<file path="config.mk">
export PLATFORM = sky130hd
export DESIGN_NAME = tapstep_stepper
export DESIGN_NICKNAME = d
export VERILOG_FILES = /design/src/rtl/tapstep_pkg.sv /design/src/rtl/tapstep_clamp.sv /design/src/rtl/tapstep_coarse_ctr.sv /design/src/rtl/tapstep_settle_tmr.sv /design/src/rtl/tapstep_stepper.sv
export SDC_FILE = /design/constraint.sdc
export NUM_CORES = 1
export LEC_CHECK = 0
export CELL_PAD_IN_SITES_DETAIL_PLACEMENT = 0
export CELL_PAD_IN_SITES_GLOBAL_PLACEMENT = 1
export CORE_ASPECT_RATIO = 0.5
export CORE_MARGIN = 2
export CORE_UTILIZATION = 39
export DETAILED_ROUTE_END_ITERATION = 10
export PLACE_DENSITY = 0.79
export SYNTH_ARGS = -nofsm -noshare
export SYNTH_HDL_FRONTEND = slang
export SYNTH_SLANG_ARGS = --single-unit
</file>
<file path="constraint.sdc">
create_clock -name clk -period 3.3 [get_ports clk]
set_input_delay 0.66 -clock clk [delete_from_list [all_inputs] [get_ports clk]]
set_output_delay 0.66 -clock clk [all_outputs]
set_load 0.05 [all_outputs]
</file>
<file path="src/rtl/tapstep_pkg.sv">
package tapstep_pkg;

  typedef enum logic [2:0] {
    ST_IDLE,
    ST_CHECK,
    ST_SETTLE,
    ST_CRS,
    ST_DONE
  } step_state_e;

endpackage

</file>
<file path="src/rtl/tapstep_clamp.sv">
module tapstep_clamp #(
  parameter int FINE_W = 6
) (
  input  logic [FINE_W-1:0] req_i,
  input  logic [FINE_W-1:0] lo_i,
  input  logic [FINE_W-1:0] hi_i,
  output logic [FINE_W-1:0] goal_o,
  output logic              moved_o
);
  always_comb begin
    if (req_i < lo_i) begin
      goal_o  = lo_i;
      moved_o = 1'b1;
    end else if (req_i > hi_i) begin
      goal_o  = hi_i;
      moved_o = 1'b1;
    end else begin
      goal_o  = req_i;
      moved_o = 1'b0;
    end
  end

  always_comb begin
    if (lo_i <= hi_i) begin
      a_goal_in_window_r2 : assert ((goal_o >= lo_i) && (goal_o <= hi_i));
    end
  end
endmodule

</file>
<file path="src/rtl/tapstep_coarse_ctr.sv">
module tapstep_coarse_ctr #(
  parameter int CRS_W   = 6,
  parameter int CRS_MAX = 63
) (
  input  logic             clk,
  input  logic             rst,
  input  logic             inc_i,
  input  logic             dec_i,
  output logic [CRS_W-1:0] tap_o,
  output logic             at_max_o,
  output logic             at_min_o
);
  localparam logic [CRS_W-1:0] TopVal = CRS_W'(CRS_MAX);

  logic [CRS_W-1:0] tap_q;

  always_ff @(posedge clk) begin
    if (rst) begin
      tap_q <= '0;
    end else if (inc_i && (tap_q != TopVal)) begin
      tap_q <= tap_q + 1'b1;
    end else if (dec_i && (tap_q != '0)) begin
      tap_q <= tap_q - 1'b1;
    end
  end

  assign tap_o    = tap_q;
  assign at_max_o = (tap_q == TopVal);
  assign at_min_o = (tap_q == '0);

  p_no_inc_at_top_r5 : assert property (@(posedge clk) disable iff (rst)
    inc_i |-> !at_max_o);
  p_no_dec_at_zero_r5 : assert property (@(posedge clk) disable iff (rst)
    dec_i |-> !at_min_o);
  p_range_r5 : assert property (@(posedge clk) disable iff (rst)
    tap_q <= TopVal);
endmodule

</file>
<file path="src/rtl/tapstep_settle_tmr.sv">
module tapstep_settle_tmr #(
  parameter int SET_W = 4
) (
  input  logic             clk,
  input  logic             rst,
  input  logic             load_i,
  input  logic [SET_W-1:0] val_i,
  output logic             zero_o
);
  logic [SET_W-1:0] cnt_q;

  always_ff @(posedge clk) begin
    if (rst) begin
      cnt_q <= '0;
    end else if (load_i) begin
      cnt_q <= val_i;
    end else if (cnt_q != '0) begin
      cnt_q <= cnt_q - 1'b1;
    end
  end

  assign zero_o = (cnt_q == '0);

  p_count_down_r6 : assert property (@(posedge clk) disable iff (rst)
    (!load_i && !zero_o) |=> (cnt_q == $past(cnt_q) - 1'b1));
endmodule

</file>
<file path="src/rtl/tapstep_stepper.sv">
module tapstep_stepper
  import tapstep_pkg::*;
#(
  parameter int FINE_W  = 6,
  parameter int CRS_W   = 6,
  parameter int CRS_MAX = 63,
  parameter int SET_W   = 4
) (
  input  logic              clk,
  input  logic              rst,
  input  logic              start_i,
  input  logic [FINE_W-1:0] target_i,
  input  logic [FINE_W-1:0] lim_lo_i,
  input  logic [FINE_W-1:0] lim_hi_i,
  input  logic [SET_W-1:0]  settle_i,
  output logic              fine_up_o,
  output logic              fine_dn_o,
  output logic              crs_up_o,
  output logic              crs_dn_o,
  output logic [FINE_W-1:0] fine_tap_o,
  output logic [CRS_W-1:0]  crs_tap_o,
  output logic              busy_o,
  output logic              done_o,
  output logic              relevel_req_o,
  output logic              clamped_o
);
  localparam int CORR_STEPS = 2;
  localparam int CORR_W     = $clog2(CORR_STEPS + 1);

  step_state_e       state_q;
  logic [FINE_W-1:0] fine_q;
  logic [FINE_W-1:0] goal_q;
  logic [SET_W-1:0]  settle_q;
  logic              clamped_q;
  logic              dir_up_q;
  logic [CORR_W-1:0] corr_left_q;
  logic              fi_q, fd_q, ci_q, cd_q;

  logic [FINE_W-1:0] goal_d;
  logic              moved_d;
  logic              accept;
  logic              crs_blocked;
  logic              crs_go;
  logic              tmr_load;
  logic              tmr_zero;
  logic              fine_go;
  logic              crs_at_max, crs_at_min;

  tapstep_clamp #(.FINE_W(FINE_W)) u_clamp (
    .req_i  (target_i),
    .lo_i   (lim_lo_i),
    .hi_i   (lim_hi_i),
    .goal_o (goal_d),
    .moved_o(moved_d)
  );

  assign accept      = start_i && ((state_q == ST_IDLE) || (state_q == ST_DONE));
  assign fine_go     = (state_q == ST_CHECK) && (fine_q != goal_q);
  assign crs_blocked = dir_up_q ? crs_at_min : crs_at_max;
  assign crs_go      = (state_q == ST_CRS) && !crs_blocked;
  assign tmr_load    = fine_go || crs_go;

  tapstep_coarse_ctr #(.CRS_W(CRS_W), .CRS_MAX(CRS_MAX)) u_coarse (
    .clk     (clk),
    .rst     (rst),
    .inc_i   (crs_go && !dir_up_q),
    .dec_i   (crs_go && dir_up_q),
    .tap_o   (crs_tap_o),
    .at_max_o(crs_at_max),
    .at_min_o(crs_at_min)
  );

  tapstep_settle_tmr #(.SET_W(SET_W)) u_settle (
    .clk   (clk),
    .rst   (rst),
    .load_i(tmr_load),
    .val_i (settle_q),
    .zero_o(tmr_zero)
  );

  always_ff @(posedge clk) begin
    if (rst) begin
      state_q     <= ST_IDLE;
      fine_q      <= '0;
      goal_q      <= '0;
      settle_q    <= '0;
      clamped_q   <= 1'b0;
      dir_up_q    <= 1'b0;
      corr_left_q <= '0;
      fi_q        <= 1'b0;
      fd_q        <= 1'b0;
      ci_q        <= 1'b0;
      cd_q        <= 1'b0;
    end else begin
      fi_q <= 1'b0;
      fd_q <= 1'b0;
      ci_q <= crs_go && !dir_up_q;
      cd_q <= crs_go && dir_up_q;
      case (state_q)
        ST_IDLE, ST_DONE: begin
          if (accept) begin
            goal_q    <= goal_d;
            clamped_q <= moved_d;
            settle_q  <= settle_i;
            state_q   <= ST_CHECK;
          end else begin
            state_q   <= ST_IDLE;
          end
        end
        ST_CHECK: begin
          if (fine_q == goal_q) begin
            state_q <= ST_DONE;
          end else begin
            dir_up_q    <= (goal_q > fine_q);
            corr_left_q <= CORR_W'(CORR_STEPS);
            if (goal_q > fine_q) begin
              fine_q <= fine_q + 1'b1;
              fi_q   <= 1'b1;
            end else begin
              fine_q <= fine_q - 1'b1;
              fd_q   <= 1'b1;
            end
            state_q <= ST_SETTLE;
          end
        end
        ST_SETTLE: begin
          if (tmr_zero) begin
            state_q <= (corr_left_q != '0) ? ST_CRS : ST_CHECK;
          end
        end
        ST_CRS: begin
          if (crs_blocked) begin
            corr_left_q <= '0;
            state_q     <= ST_CHECK;
          end else begin
            corr_left_q <= corr_left_q - 1'b1;
            state_q     <= ST_SETTLE;
          end
        end
        default: state_q <= ST_IDLE;
      endcase
    end
  end

  assign fine_up_o     = fi_q;
  assign fine_dn_o     = fd_q;
  assign crs_up_o      = ci_q;
  assign crs_dn_o      = cd_q;
  assign fine_tap_o    = fine_q;
  assign busy_o        = (state_q == ST_CHECK) || (state_q == ST_SETTLE) || (state_q == ST_CRS);
  assign done_o        = (state_q == ST_DONE);
  assign relevel_req_o = (state_q == ST_DONE);
  assign clamped_o     = clamped_q;

  p_single_pulse_r10 : assert property (@(posedge clk) disable iff (rst)
    $onehot0({fi_q, fd_q, ci_q, cd_q}));
  p_fine_up_step_r3 : assert property (@(posedge clk) disable iff (rst)
    fine_up_o |-> (fine_tap_o == $past(fine_tap_o) + 1'b1));
  p_fine_dn_step_r3 : assert property (@(posedge clk) disable iff (rst)
    fine_dn_o |-> (fine_tap_o == $past(fine_tap_o) - 1'b1));
  p_crs_up_tracks_r4 : assert property (@(posedge clk) disable iff (rst)
    crs_up_o |-> (crs_tap_o == $past(crs_tap_o) + 1'b1) && !dir_up_q);
  p_crs_dn_tracks_r4 : assert property (@(posedge clk) disable iff (rst)
    crs_dn_o |-> (crs_tap_o == $past(crs_tap_o) - 1'b1) && dir_up_q);
  p_done_at_goal_r7 : assert property (@(posedge clk) disable iff (rst)
    done_o |-> (!busy_o && (fine_tap_o == goal_q)));
  p_start_ignored_r8 : assert property (@(posedge clk) disable iff (rst)
    (busy_o && start_i) |=> $stable(goal_q) && $stable(clamped_q));
endmodule

</file>
# Word-level counts from Yosys, hierarchy flattened
# Index checks and enable logic that the tools add are counted.
# word_totals
in_bits	25
word_cells	82
regBits	37
out_inout_bits	20
# classes
eq_ne	10
mux	21
n_addsub	6
n_reduce_logical	27
bitwise_logic	2
n_lt_le_gt_ge	3
# op_table
op	count
$mux 6	5
$add 6x1->6 const B	2
$gt 6x6->1	2
$pmux 3 s4	1
$sub 6x1->6 const B	2
$mux 2	4
$mux 4	2
$reduce_bool 2->1	4
$logic_and 1x1->1	7
$eq 3x2->1 const B	2
$eq 6x6->1	1
$eq 6x6->1 const B	1
$logic_not 6->1	1
$lt 6x6->1	1
$mux 1	6
$mux 3	2
$ne 6x6->1	1
$ne 6x6->1 const B	1
$reduce_and 2->1	3
$reduce_bool 6->1	1
$logic_not 4->1	1
$logic_or 1x1->1	4
$ne 2x2->1 const B	2
$pmux 2 s2	1
10 further kinds	12

# Longest topological paths before layout
# Gate-level depths: netlist of run 1.
# depth
word_depth	8
ltp_mapped	13
mapped_depth_nobuf	13

# By module
# A second synthesis of run 1 with hierarchy kept.
# unflattened
cells_unflattened	290
area_unflattened_um2	2492.4
# by_module_without_submodules
module	seq_area_each_um2	instances	area_each_um2	cells_per_inst
tapstep_stepper	540.5	1	1403.8	168
tapstep_clamp	0.0	1	444.2	52
tapstep_coarse_ctr	120.1	1	415.4	46
tapstep_settle_tmr	80.1	1	229.0	24

# Worst setup path after synthesis of run 1
# Ideal clock, no wire load.
# synth_path
path_kind	reg-to-reg
start	register fine_q[4], in the netlist fine_tap_o[4]
end	register fine_q[5], in the netlist fine_tap_o[5]
t_arrival_ps	3124
path_stages_with_launch	14
slack_ps	105
n_path_buf	0
period_less_slack_ps	3195
setup_time_ps	70
t_required_ps	3230
path_cell_list	dfxtp_1 -> inv_1 -> ha_1 -> a21oi_1 -> nand2_1 -> a221o_1 -> nand2_1 -> ha_1 -> a211oi_1 -> o21bai_1 -> a21oi_1 -> xnor2_1 -> or3_1 -> a21oi_1
# synth_between
elab_chain_len	3
elab_cells_between_ends	7
classes_between	2 x add/sub; 1 x order compare; 1 x eq/ne; 1 x mux; 1 x bitwise; 1 x reduce/logical
# synth_lines
element	line	text
start, declared	tapstep_stepper.sv:31	logic [FINE_W-1:0] fine_q;
start signal, assigned	tapstep_stepper.sv:117	fine_q <= fine_q + 1'b1;
start signal, assigned	tapstep_stepper.sv:120	fine_q <= fine_q - 1'b1;
branches (longest 3 deep; another with $sub 6x1->6)	--	
# Parallel ways; which one is timed is not known.
# A chain may end at the register's enable or synchronous reset.

# Worst setup path in the final report of run 1
# Same ends and word-level chain as after synthesis.

==> results of run 1 <==
[worst min-delay path by stage]
stage	cells past startpoint	end	from
CTS	2	settle_q[3]$_SDFFE_PP0P_	settle_q[3]$_SDFFE_PP0P_
floorplan	2	settle_q[1]$_SDFFE_PP0P_	settle_q[1]$_SDFFE_PP0P_
global route	2	settle_q[2]$_SDFFE_PP0P_	settle_q[2]$_SDFFE_PP0P_
finish	2	settle_q[3]$_SDFFE_PP0P_	settle_q[3]$_SDFFE_PP0P_
global placement	2	settle_q[2]$_SDFFE_PP0P_	settle_q[2]$_SDFFE_PP0P_
detailed placement	2	settle_q[3]$_SDFFE_PP0P_	settle_q[3]$_SDFFE_PP0P_
[state kept, by name (all words and copies together), names as in the netlist]
name / cells
dir_up_q: 1
u_coarse.tap_o: 6
clamped_o: 1
fine_dn_o: 1
settle_q: 4
crs_dn_o: 1
u_settle.cnt_q: 4
fine_up_o: 1
fine_tap_o: 6
corr_left_q: 2
state_q: 3
goal_q: 6
crs_up_o: 1
[layout make-up]
class / count / share of cell area (%)
Multi-Input combinational cell: 202 / 49.3
Timing Repair Buffer: 47 / 15.3
Tap cell: 73 / 3.01
Clock inverter: 1 / 0.165
Inverter: 22 / 2.73
Clock buffer: 7 / 5.04
Sequential cell: 37 / 24.4
[routing by layer]
layer	GRT usage, %	share of wire, %	up-vias	wire (um)
met5	0	0	-	0
met1	20.2	50	919	2420
li1	-	-	1041	-
met4	5.23	1.2	0	57
met3	3.37	3.4	4	167
met2	28.2	46	36	2240
[power groups by stage]
| stage | clock, uW | combinational [uW] | sequential (uW) |
|---|---|---|---|
| after floorplan | 0 | 1070 | 800 |
| after global placement | 0 | 1510 | 676 |
| after detailed placement | 0 | 1530 | 680 |
| after CTS | 508 | 1540 | 672 |
| after global routing | 525 | 1750 | 692 |
| final | 495 | 1560 | 672 |
[cell families (layout without fill, tap and decap cells)]
group	count (synthesis)	count (layout)	share of synthesized area [%]
and+or+nand+nor	89	89	20.3
AOI/OAI and AO/OA	63	63	18.2
DFF	37	37	31.3
buffers and inverters	32	77	5.87
adders and majority gates	29	29	16.0
muxes	11	11	4.70
xor gates and xnor gates	10	10	3.70
[worst register-to-register path: cells and delay by family, from the launching register on]
| kind | cells | cell delay [ps] |
|---|---|---|
| AO/OA/AOI/OAI | 6 | 1260 |
| adder cells (fa/ha/maj) | 2 | 580 |
| AND/OR/NAND/NOR | 3 | 540 |
| flip-flops | 1 | 370 |
| XOR/XNOR | 1 | 90 |
| buffers and inverters | 1 | 60 |
[metrics by stage]
step	hold WS [ps]	area [um2]
5_1_grt	494	3030
3_5_place_dp	452	2870
4_1_cts	461	3020
2_1_floorplan	433	2370
6_report	455	3030
3_3_place_gp	449	2870
[cells in the final DEF (no fill, tap or decap), drive strengths merged, types with 7 or more instances in the layout]
cell type and count:
nor3 9, clkbuf 7, nor2 27, clkdlybuf4s50 44
a211oi 7, nand2 22, inv 22, a21oi 23
a21o 9, ha 27, mux2i 10, dfxtp 37
xnor2 9
==> impl_metrics.csv, run 1 <==
group,metric,value,unit
run_status,outcome,"completed",
worst_setup_path,r2r-end,"fine_tap_o[5]$_SDFFE_PP0P_",
timing,fin_crit_sh,90.5,%
final_layout,stdcell_count,389,
power_and_ir_drop,clkPwrFrac,18.1,%
synth,async_reset_ff_share,0,%
synth,synth_area,2370,um2
final_layout,regArea,741,um2
clock_tree,clk_pin_slew,60,ps
timing,worst_slew_pin_slew,650,ps
timing,finalWorstSetupSlack,312,ps
final_layout,n_fill_cell,521,
worst_setup_path,cp_common_cell,"a21oi_1",
power_and_ir_drop,p_leak,0.00126,uW
floorplan,core_area,5660,um2
global_route,grt_pass1_vias,1944,
routing,antenna_left,0,
synth,yosysUniqueCellTypes,48,
clock_tree,root_buffer,"clkbuf_16",
worst_setup_path,critical_path.max_stage_delay,420,ps
power_and_ir_drop,p_total,2730,uW
clock_tree,cts_tree,"built",
routing,vias_per_cell,5.14,
worst_setup_path,reg2reg_depth,13,
power_and_ir_drop,internal_power,1550,uW
routing,drtPass1Iterations,4,
power_and_ir_drop,ir_drop,0.442,mV
timing,fin_setup_tns,0,ps
synth,yosysTopAreaCellShare,31.3,%
timing,finalClockSkew,5.60,ps
global_route,track_usage,16.1,%
worst_setup_path,path_depth,13,
synth,synth-seq-cells,37,
clock_tree,cts-buffers-inserted,5,
global_route,grt_first_pass_wirelength,8630,um
final_layout,layout-drive-gt1-share,7.28,%
synth,yosysTopAreaCell,"dfxtp_1",
worst_setup_path,arrival,3190,ps
floorplan,die_x,114,um
power_and_ir_drop,pwr-share-seq,24.6,%
final_layout,finalNetCount,369,
routing,routedWlPerCell,12.6,um
final_layout,final_util,53.6,%
global_route,grt_overflow,0,
synth,syn_avg_cell_area,8.74,um2
routing,drtIter0Drc,122,
worst_setup_path,crit_path_start_kind,"flip-flop",
placement,pre_cts_slack,194,ps
worst_setup_path,cp_num_buf_inv,1,
clock_tree,clockBufferDepth,2,
timing,slew_violations,0,
global_route,antenna_found_initial,0,
timing,fmax,0.335,GHz
timing,rsz0062_at_grt,"no",
placement,placed_cells,381,
worst_setup_path,required,3500,ps
clock_tree,post_cts_buffers,0,
floorplan,die_h,59.1,um
worst_setup_path,crit_family,"compound AO/OA/AOI/OAI gates",
floorplan,initial_core_util,41.8,%
power_and_ir_drop,p_sw_share,43.4,%
clock_tree,cts_htree_levels,2,
timing,hold_viol,0,
timing,setup_viol,0,
run,maxCapViolCount,0,
power_and_ir_drop,switchingPower,1180,uW
power_and_ir_drop,combPwrFrac,57.3,%
synth,yosysMostFrequentCell,"dfxtp_1",
clock_tree,cts_hold_buf,0,
synth,synthTopCellsByCount,"dfxtp_1 (37), ha_1 (27), nor2_1 (26), a21oi_1 (23)",
synth,syn-num-nets,325,
synth,ys_warn_count,0,
placement,detailed_place_hpwl,3840,um
synth,synth_edf_count,0,
clock_tree,cts_resized,0,
worst_setup_path,r2r_slack,310,ps
floorplan,rows,19,
final_layout,area.growth.synth_to_final,28.0,%
synth,ys.flop_type,"dfxtp_1",
power_and_ir_drop,power_density,901,nW/um2
timing,fin_crit,2990,ps
final_layout,diodes,0,
worst_setup_path,cp_cell_sequence,"inv_1 -> ha_1 -> a21oi_1 -> nand2_1 -> a221o_1 -> nand2_2 -> ha_1 -> a211oi_2 -> o21bai_1 -> a21oi_1 -> xnor2_1 -> or3_1 -> a21oi_1",
routing,route.vias.total,2000,
worst_setup_path,critPathKind,"reg -> reg",
placement,io_buffers,44,
synth,synth_cells,271,
final_layout,multi_input_area,1500,um2
floorplan,io_pins,45,
timing,maxSlewHeadroom,56.6,%
clock_tree,clock_latency,280,ps
worst_setup_path,r2r-start,"fine_tap_o[4]$_SDFFE_PP0P_",
placement,gp_congestion,0.797,
worst_setup_path,crit_end,"fine_tap_o[5]$_SDFFE_PP0P_",
worst_setup_path,cp_slowest_cell,"a221o_1",
clock_tree,numClockSinks,37,
synth,synth-seq-area-share,31.3,%
worst_hold_path,hold_path.class,"reg -> reg",
worst_setup_path,cp-end-kind,"flip-flop",
routing,finalWirelength,4890,um
synth,synthTopCellsByArea,"dfxtp_1 (31%), ha_1 (14%), a21oi_1 (4.9%)",
floorplan,die_area,6750,um2
routing,drc_errors,0,
worst_setup_path,worstPathMaxFanout,6,
global_route,grt_start_max_net_pins,33,
worst_setup_path,crit_start,"fine_tap_o[4]$_SDFFE_PP0P_",
No activity file was read; power rests on OpenSTA's default activity.
==> inputs of run 2 (changes only) <==
CORE_ASPECT_RATIO = 0.75   (was 0.5)
==> run 2 against run 1 <==
Worst hold slack better by 3.8 ps. Routed wire length is 1.0% higher. Die area is 0.47% lower. Setup slack worse by 48 ps. Register-to-register slack worse by 50 ps. Largest cell class unchanged. Highest routed layer unchanged.
==> impl_metrics.csv, run 2 (same netlist as run 1, synthesis figures left out) <==
group,metric,value,unit
timing,fmax,0.329,GHz
worst_hold_path,hold_start,"settle_q[3]$_SDFFE_PP0P_",
worst_setup_path,crit_path_start_kind,"flip-flop",
power_and_ir_drop,p_total,2650,uW
run_status,outcome,"completed",
clock_tree,clk_pin_slew,80,ps
placement,gp_congestion,0.793,
worst_setup_path,crit_start,"fine_tap_o[4]$_SDFFE_PP0P_",
timing,fin_setup_tns,0,ps
global_route,grt_first_pass_wirelength,8510,um
worst_setup_path,worstPathMaxFanout,4,
worst_hold_path,hold_path.class,"reg -> reg",
power_and_ir_drop,ir_drop,0.339,mV
final_layout,stdcell_count,395,
clock_tree,cts_htree_levels,2,
timing,rsz0062_at_grt,"no",
timing,finalClockSkew,13.3,ps
routing,antenna_left,0,
worst_setup_path,required,3530,ps
clock_tree,post_cts_buffers,0,
final_layout,layout_commonest_cell,"clkdlybuf4s50_1",
global_route,grt_start_max_net_pins,25,
worst_setup_path,critPathKind,"reg -> reg",
timing,fin_crit_sh,92.0,%
placement,io_buffers,44,
placement,detailed_place_hpwl,3870,um
routing,routedWlPerCell,12.5,um
timing,hold_viol,0,
routing,drc_errors,0,
clock_tree,cts_tree,"built",
clock_tree,cts-buffers-inserted,5,
global_route,antenna_found_initial,0,
timing,worst_slew_pin_slew,655,ps
timing,fin_hold_ws,459,ps
timing,fin_crit,3040,ps
power_and_ir_drop,power_density,883,nW/um2
final_layout,diodes,0,
final_layout,layout-drive-gt1-share,6.62,%
worst_setup_path,r2r-start,"fine_tap_o[4]$_SDFFE_PP0P_",
clock_tree,cts_resized,0,
floorplan,core_area,5830,um2
run,maxCapViolCount,0,
floorplan,rows,24,
floorplan,die_x,94.0,um
global_route,grt_overflow,0,
final_layout,mostFrequentLayoutCells,"clkdlybuf4s50_1 (44), dfxtp_1 (37), ha_1 (27)",
global_route,track_usage,16.0,%
clock_tree,cts_hold_buf,0,
floorplan,die_area,6720,um2
final_layout,area.growth.synth_to_final,26.5,%
timing,maxSlewHeadroom,56.3,%
clock_tree,clockBufferDepth,2,
timing,setup_viol,0,
routing,drtPass1Iterations,4,
routing,route.vias.total,1951,
final_layout,n_fill_cell,563,
worst_setup_path,arrival,3260,ps
final_layout,finalNetCount,370,
global_route,grt_pass1_vias,1831,
floorplan,initial_core_util,40.6,%
clock_tree,clock_latency,290,ps
floorplan,die_h,71.5,um
power_and_ir_drop,p_leak,0.00124,uW
clock_tree,root_buffer,"clkbuf_8",
routing,finalWirelength,4940,um
worst_setup_path,cp-end-kind,"flip-flop",
floorplan,io_pins,45,
routing,drtIter0Drc,58,
timing,slew_violations,0,
routing,vias_per_cell,4.94,
clock_tree,numClockSinks,37,
placement,placed_cells,387,
==> run 2: cell types whose count changed in the layout (fill, tap and decap cells not counted) <==
cell	before	now
clkbuf_8	2	6
clkbuf_16	5	0
clkbuf_1	0	1
nand2_1	21	22
bufinv_16	0	1
a211oi_1	4	5
clkinv_2	1	0
a211oi_2	3	2
buf_4	3	4
nand2_2	1	0
==> run 2: worst max-delay path, stage by stage (launching register included) <==
cell and delay [ps]:
dfxtp_1 390, inv_1 60, ha_1 310, a21oi_1 150
nand2_1 70, a221o_1 410, nand2_1 170, ha_1 260
a211oi_1 320, o21bai_1 120, a21oi_1 180, xnor2_1 90
or3_1 310, a21oi_1 140
==> run 2: cell type report <==
class,instances,area [um2],area share [%]
flip-flops and latches,37,741,24.7
multi-input cells,202,1490,49.7
clock inverters,1,30.0,1.00
inverters,22,82.6,2.76
repair buffers,48,470,15.7
well taps,78,97.6,3.26
clock buffers,7,86.3,2.88
==> run 2: report_power, final <==
part	total [uW]	switching (uW)	internal, uW
clock network	406	160	247
registers	669	107	562
logic	1570	894	677
==> run 2: final timing paths <==
path | endpoint | cells past startpoint | slack, ps
worst max-delay path | fine_tap_o[5]$_SDFFE_PP0P_ | 13 | 260
worst min-delay path | settle_q[3]$_SDFFE_PP0P_ | 2 | 460
worst max register to register | fine_tap_o[5]$_SDFFE_PP0P_ | 13 | 260
worst min register to register | settle_q[3]$_SDFFE_PP0P_ | 2 | 460
==> run 2: metal layers <==
metal  GRT usage, %  up-vias  routed length (um)
met5              0        -                   0
li1               -     1048                   -
met2           23.2       37                1980
met1           23.0      864                2720
met3           4.94        2                 208
met4           4.51        0                  30
==> run 2: metrics by stage <==
stage / utilization, % / worst slack (ps) / cell area (um2)
final: 51.4 / 264 / 3000
after floorplan: - / 105 / 2370
after global routing: 51.4 / 11.0 / 3000
after global placement: 49.4 / 375 / 2880
after CTS: 51.4 / 282 / 3000
after detailed placement: 49.4 / 310 / 2880
==> inputs of run 3 (changes only) <==
ABC_AREA = 1   (was unset)
CORE_UTILIZATION = 37   (was 39)
PLACE_DENSITY = 0.78   (was 0.79)
SKIP_CTS_REPAIR_TIMING = 1   (was unset)
==> run 3 against run 2 <==
Worst hold slack improved by 6.7 ps. Sequential power about the same. Fmax rose by 13%. First-iteration DRC count increased by 53%. Synthesized cell count is 31% higher. Largest power group unchanged. Largest cell class unchanged.
==> impl_metrics.csv, run 3 <==
group,metric,value,unit
synth,yosysMostFrequentCell,"nand2_1",
floorplan,die_h,74.9,um
worst_hold_path,hold_path.class,"reg -> reg",
routing,drc_errors,0,
routing,vias_per_cell,4.74,
synth,synth-seq-area-share,29.9,%
routing,finalWirelength,5880,um
worst_setup_path,reg2reg_depth,18,
synth,synth_area,2480,um2
power_and_ir_drop,combPwrFrac,60.7,%
synth,ys.flop_type,"dfxtp_1",
power_and_ir_drop,power_density,878,nW/um2
final_layout,stdcell_count,482,
worst_setup_path,arrival,2870,ps
synth,yosysUniqueCellTypes,34,
worst_setup_path,r2r-start,"fine_tap_o[1]$_SDFFE_PP0P_",
routing,route.vias.total,2284,
placement,detailed_place_hpwl,4680,um
timing,maxSlewHeadroom,53.0,%
synth,syn_avg_cell_area,6.99,um2
placement,placed_cells,474,
worst_hold_path,hold_path_end,"corr_left_q[1]$_SDFFE_PP0P_",
synth,synth-seq-cells,37,
clock_tree,numClockSinks,37,
power_and_ir_drop,pwr-share-seq,24.4,%
floorplan,initial_core_util,38.9,%
power_and_ir_drop,p_leak,0.00148,uW
timing,rsz0062_at_grt,"no",
floorplan,io_pins,45,
final_layout,diodes,0,
routing,drtIter0Drc,89,
clock_tree,clk_pin_slew,80,ps
final_layout,layout_commonest_cell,"nand2_1",
timing,hold_viol,0,
synth,async_reset_ff_share,0,%
power_and_ir_drop,ir_drop,0.382,mV
final_layout,finalNetCount,454,
routing,drtPass1Iterations,4,
run_status,outcome,"completed",
worst_setup_path,crit_path_start_kind,"flip-flop",
power_and_ir_drop,switchingPower,1320,uW
synth,yosysTopAreaCell,"dfxtp_1",
worst_setup_path,r2r-end,"fine_tap_o[5]$_SDFFE_PP0P_",
timing,slew_violations,0,
global_route,grt_overflow,0,
synth,synthTopCellsByArea,"dfxtp_1 (30%), ha_1 (14%), nand2_1 (12%)",
worst_hold_path,hold_start,"corr_left_q[1]$_SDFFE_PP0P_",
timing,setup_viol,0,
synth,synth_cells,355,
final_layout,layout-drive-gt1-share,6.73,%
synth,synthTopCellsByCount,"nand2_1 (78), inv_1 (51), dfxtp_1 (37), a21oi_1 (31), nor2_1 (31)",
clock_tree,clock_latency,290,ps
worst_setup_path,cp_slowest_cell,"dfxtp_1",
clock_tree,cts-buffers-inserted,5,
power_and_ir_drop,internal_power,1420,uW
final_layout,regArea,741,um2
global_route,grt_pass1_vias,2061,
worst_setup_path,cp-end-kind,"flip-flop",
clock_tree,clockBufferDepth,2,
synth,ys_warn_count,0,
worst_setup_path,worstPathMaxFanout,7,
worst_setup_path,critPathKind,"reg -> reg",
clock_tree,root_buffer,"clkbuf_8",
worst_setup_path,cp_cell_sequence,"inv_1 -> ha_1 -> inv_1 -> nor2_1 -> o21ai_0 -> nand3_1 -> nand2_1 -> ha_1 -> nand2_1 -> nand2_1 -> nand2_1 -> nand2_1 -> nor2_1 -> inv_1 -> nand2_1 -> nand3_1 -> nand2_1 -> nor2_1",
worst_setup_path,cp_common_cell,"nand2_1",
run,maxCapViolCount,0,
routing,antenna_left,0,
power_and_ir_drop,p_sw_share,48.2,%
global_route,grt_first_pass_wirelength,9890,um
timing,fin_crit,2680,ps
final_layout,area.growth.synth_to_final,25.4,%
floorplan,die_area,7380,um2
placement,io_buffers,44,
worst_setup_path,r2r_slack,620,ps
power_and_ir_drop,clkPwrFrac,14.9,%
clock_tree,cts_htree_levels,2,
final_layout,mostFrequentLayoutCells,"nand2_1 (78), inv_1 (51), clkdlybuf4s50_1 (44)",
global_route,antenna_found_initial,0,
floorplan,die_x,98.5,um
worst_hold_path,hold_depth,2,
timing,fmax,0.373,GHz
timing,fin_setup_tns,0,ps
timing,fin_crit_sh,81.2,%
timing,finalClockSkew,6.34,ps
synth,syn-num-nets,409,
routing,routedWlPerCell,12.2,um
final_layout,multi_input_area,1500,um2
final_layout,n_fill_cell,696,
global_route,track_usage,17.1,%
placement,gp_congestion,0.820,
worst_setup_path,crit_family,"simple AND/OR/NAND/NOR gates",
floorplan,rows,25,
global_route,grt_start_max_net_pins,24,
synth,synth_edf_count,0,
worst_setup_path,critical_path.max_stage_delay,410,ps
synth,yosysTopAreaCellShare,29.9,%
clock_tree,cts_tree,"built",
floorplan,core_area,6380,um2
timing,worst_slew_pin_slew,704,ps
worst_setup_path,cp_num_buf_inv,3,
worst_setup_path,required,3490,ps
==> run 3: changes by cell type in the layout (fill, tap and decap cells not counted), sizes merged, moves of 5 or more <==
| cell | before | now |
|---|---|---|
| mux2i | 10 | 0 |
| a221o | 6 | 0 |
| nand3 | 5 | 32 |
| a21o | 9 | 1 |
| nand2 | 22 | 80 |
| a21oi | 23 | 32 |
| inv | 22 | 57 |
| nor2 | 27 | 35 |
| a211oi | 7 | 1 |
| nand2b | 5 | 0 |
| o21ai | 6 | 22 |
==> run 3: cell type report <==
cell class / count / share of cell area, %
multi-input cells: 255 / 48.1
repair buffers: 44 / 14.2
clock inverters: 1 / 0.965
inverters: 57 / 6.96
flip-flops and latches: 37 / 23.8
well taps: 81 / 3.26
clock buffers: 7 / 2.78
==> run 3: tightest hold or removal path, delay by kind of cell (launching register included) <==
| family | cells | cell delay [ps] |
|---|---|---|
| compound gates | 1 | 70 |
| buf+inv | 1 | 60 |
| flops | 1 | 300 |
==> run 3: worst max path at each step <==
stage	slack [ps]	end	cells after the start	start
after floorplan	570	fine_tap_o[5]$_SDFFE_PP0P_	15	fine_tap_o[5]$_SDFFE_PP0P_
after global placement	710	fine_tap_o[5]$_SDFFE_PP0P_	15	fine_tap_o[1]$_SDFFE_PP0P_
after detailed placement	650	fine_tap_o[5]$_SDFFE_PP0P_	18	fine_tap_o[1]$_SDFFE_PP0P_
after CTS	640	fine_tap_o[5]$_SDFFE_PP0P_	18	fine_tap_o[1]$_SDFFE_PP0P_
after global routing	260	fine_tap_o[5]$_SDFFE_PP0P_	15	fine_tap_o[5]$_SDFFE_PP0P_
final	620	fine_tap_o[5]$_SDFFE_PP0P_	18	fine_tap_o[1]$_SDFFE_PP0P_
==> run 3: logic make-up after synthesis <==
kind of cell	count (synthesis)	synth area share [%]
AOI/OAI and AO/OA	61	13.2
xor gates and xnor gates	9	3.18
adders and majority gates	29	15.2
buffers and inverters	63	9.84
DFF	37	29.9
and+or+nand+nor	156	28.7
==> run 3: power groups by stage <==
stage          Sequential, uW  Clock [uW]  Combinational (uW)
2_1_floorplan             814           0                1130
3_3_place_gp              674           0                1650
3_5_place_dp              675           0                1650
4_1_cts                   667         426                1670
5_1_grt                   683         441                1880
6_report                  666         407                1660
==> run 3: per-stage QoR <==
stage / setup WS, ps / hold WS (ps) / area, um2 / power [uW] / utilization [%]
global placement: 710 / 444 / 2990 / 2330 / 46.9
detailed placement: 654 / 456 / 2990 / 2330 / 46.9
floorplan: 574 / 430 / 2480 / 1940 / -
CTS: 640 / 463 / 3110 / 2760 / 48.7
global route: 259 / 482 / 3110 / 3000 / 48.7
finish: 621 / 465 / 3110 / 2730 / 48.7
==> run 3: layer usage <==
| layer | global-route usage, % | wire [um] | vias to the layer above |
|---|---|---|---|
| met2 | 24.4 | 2270 | 41 |
| met5 | 0 | 0 | - |
| li1 | - | - | 1242 |
| met3 | 3.71 | 243 | 5 |
| met1 | 26.4 | 3330 | 996 |
| met4 | 3.20 | 33 | 0 |
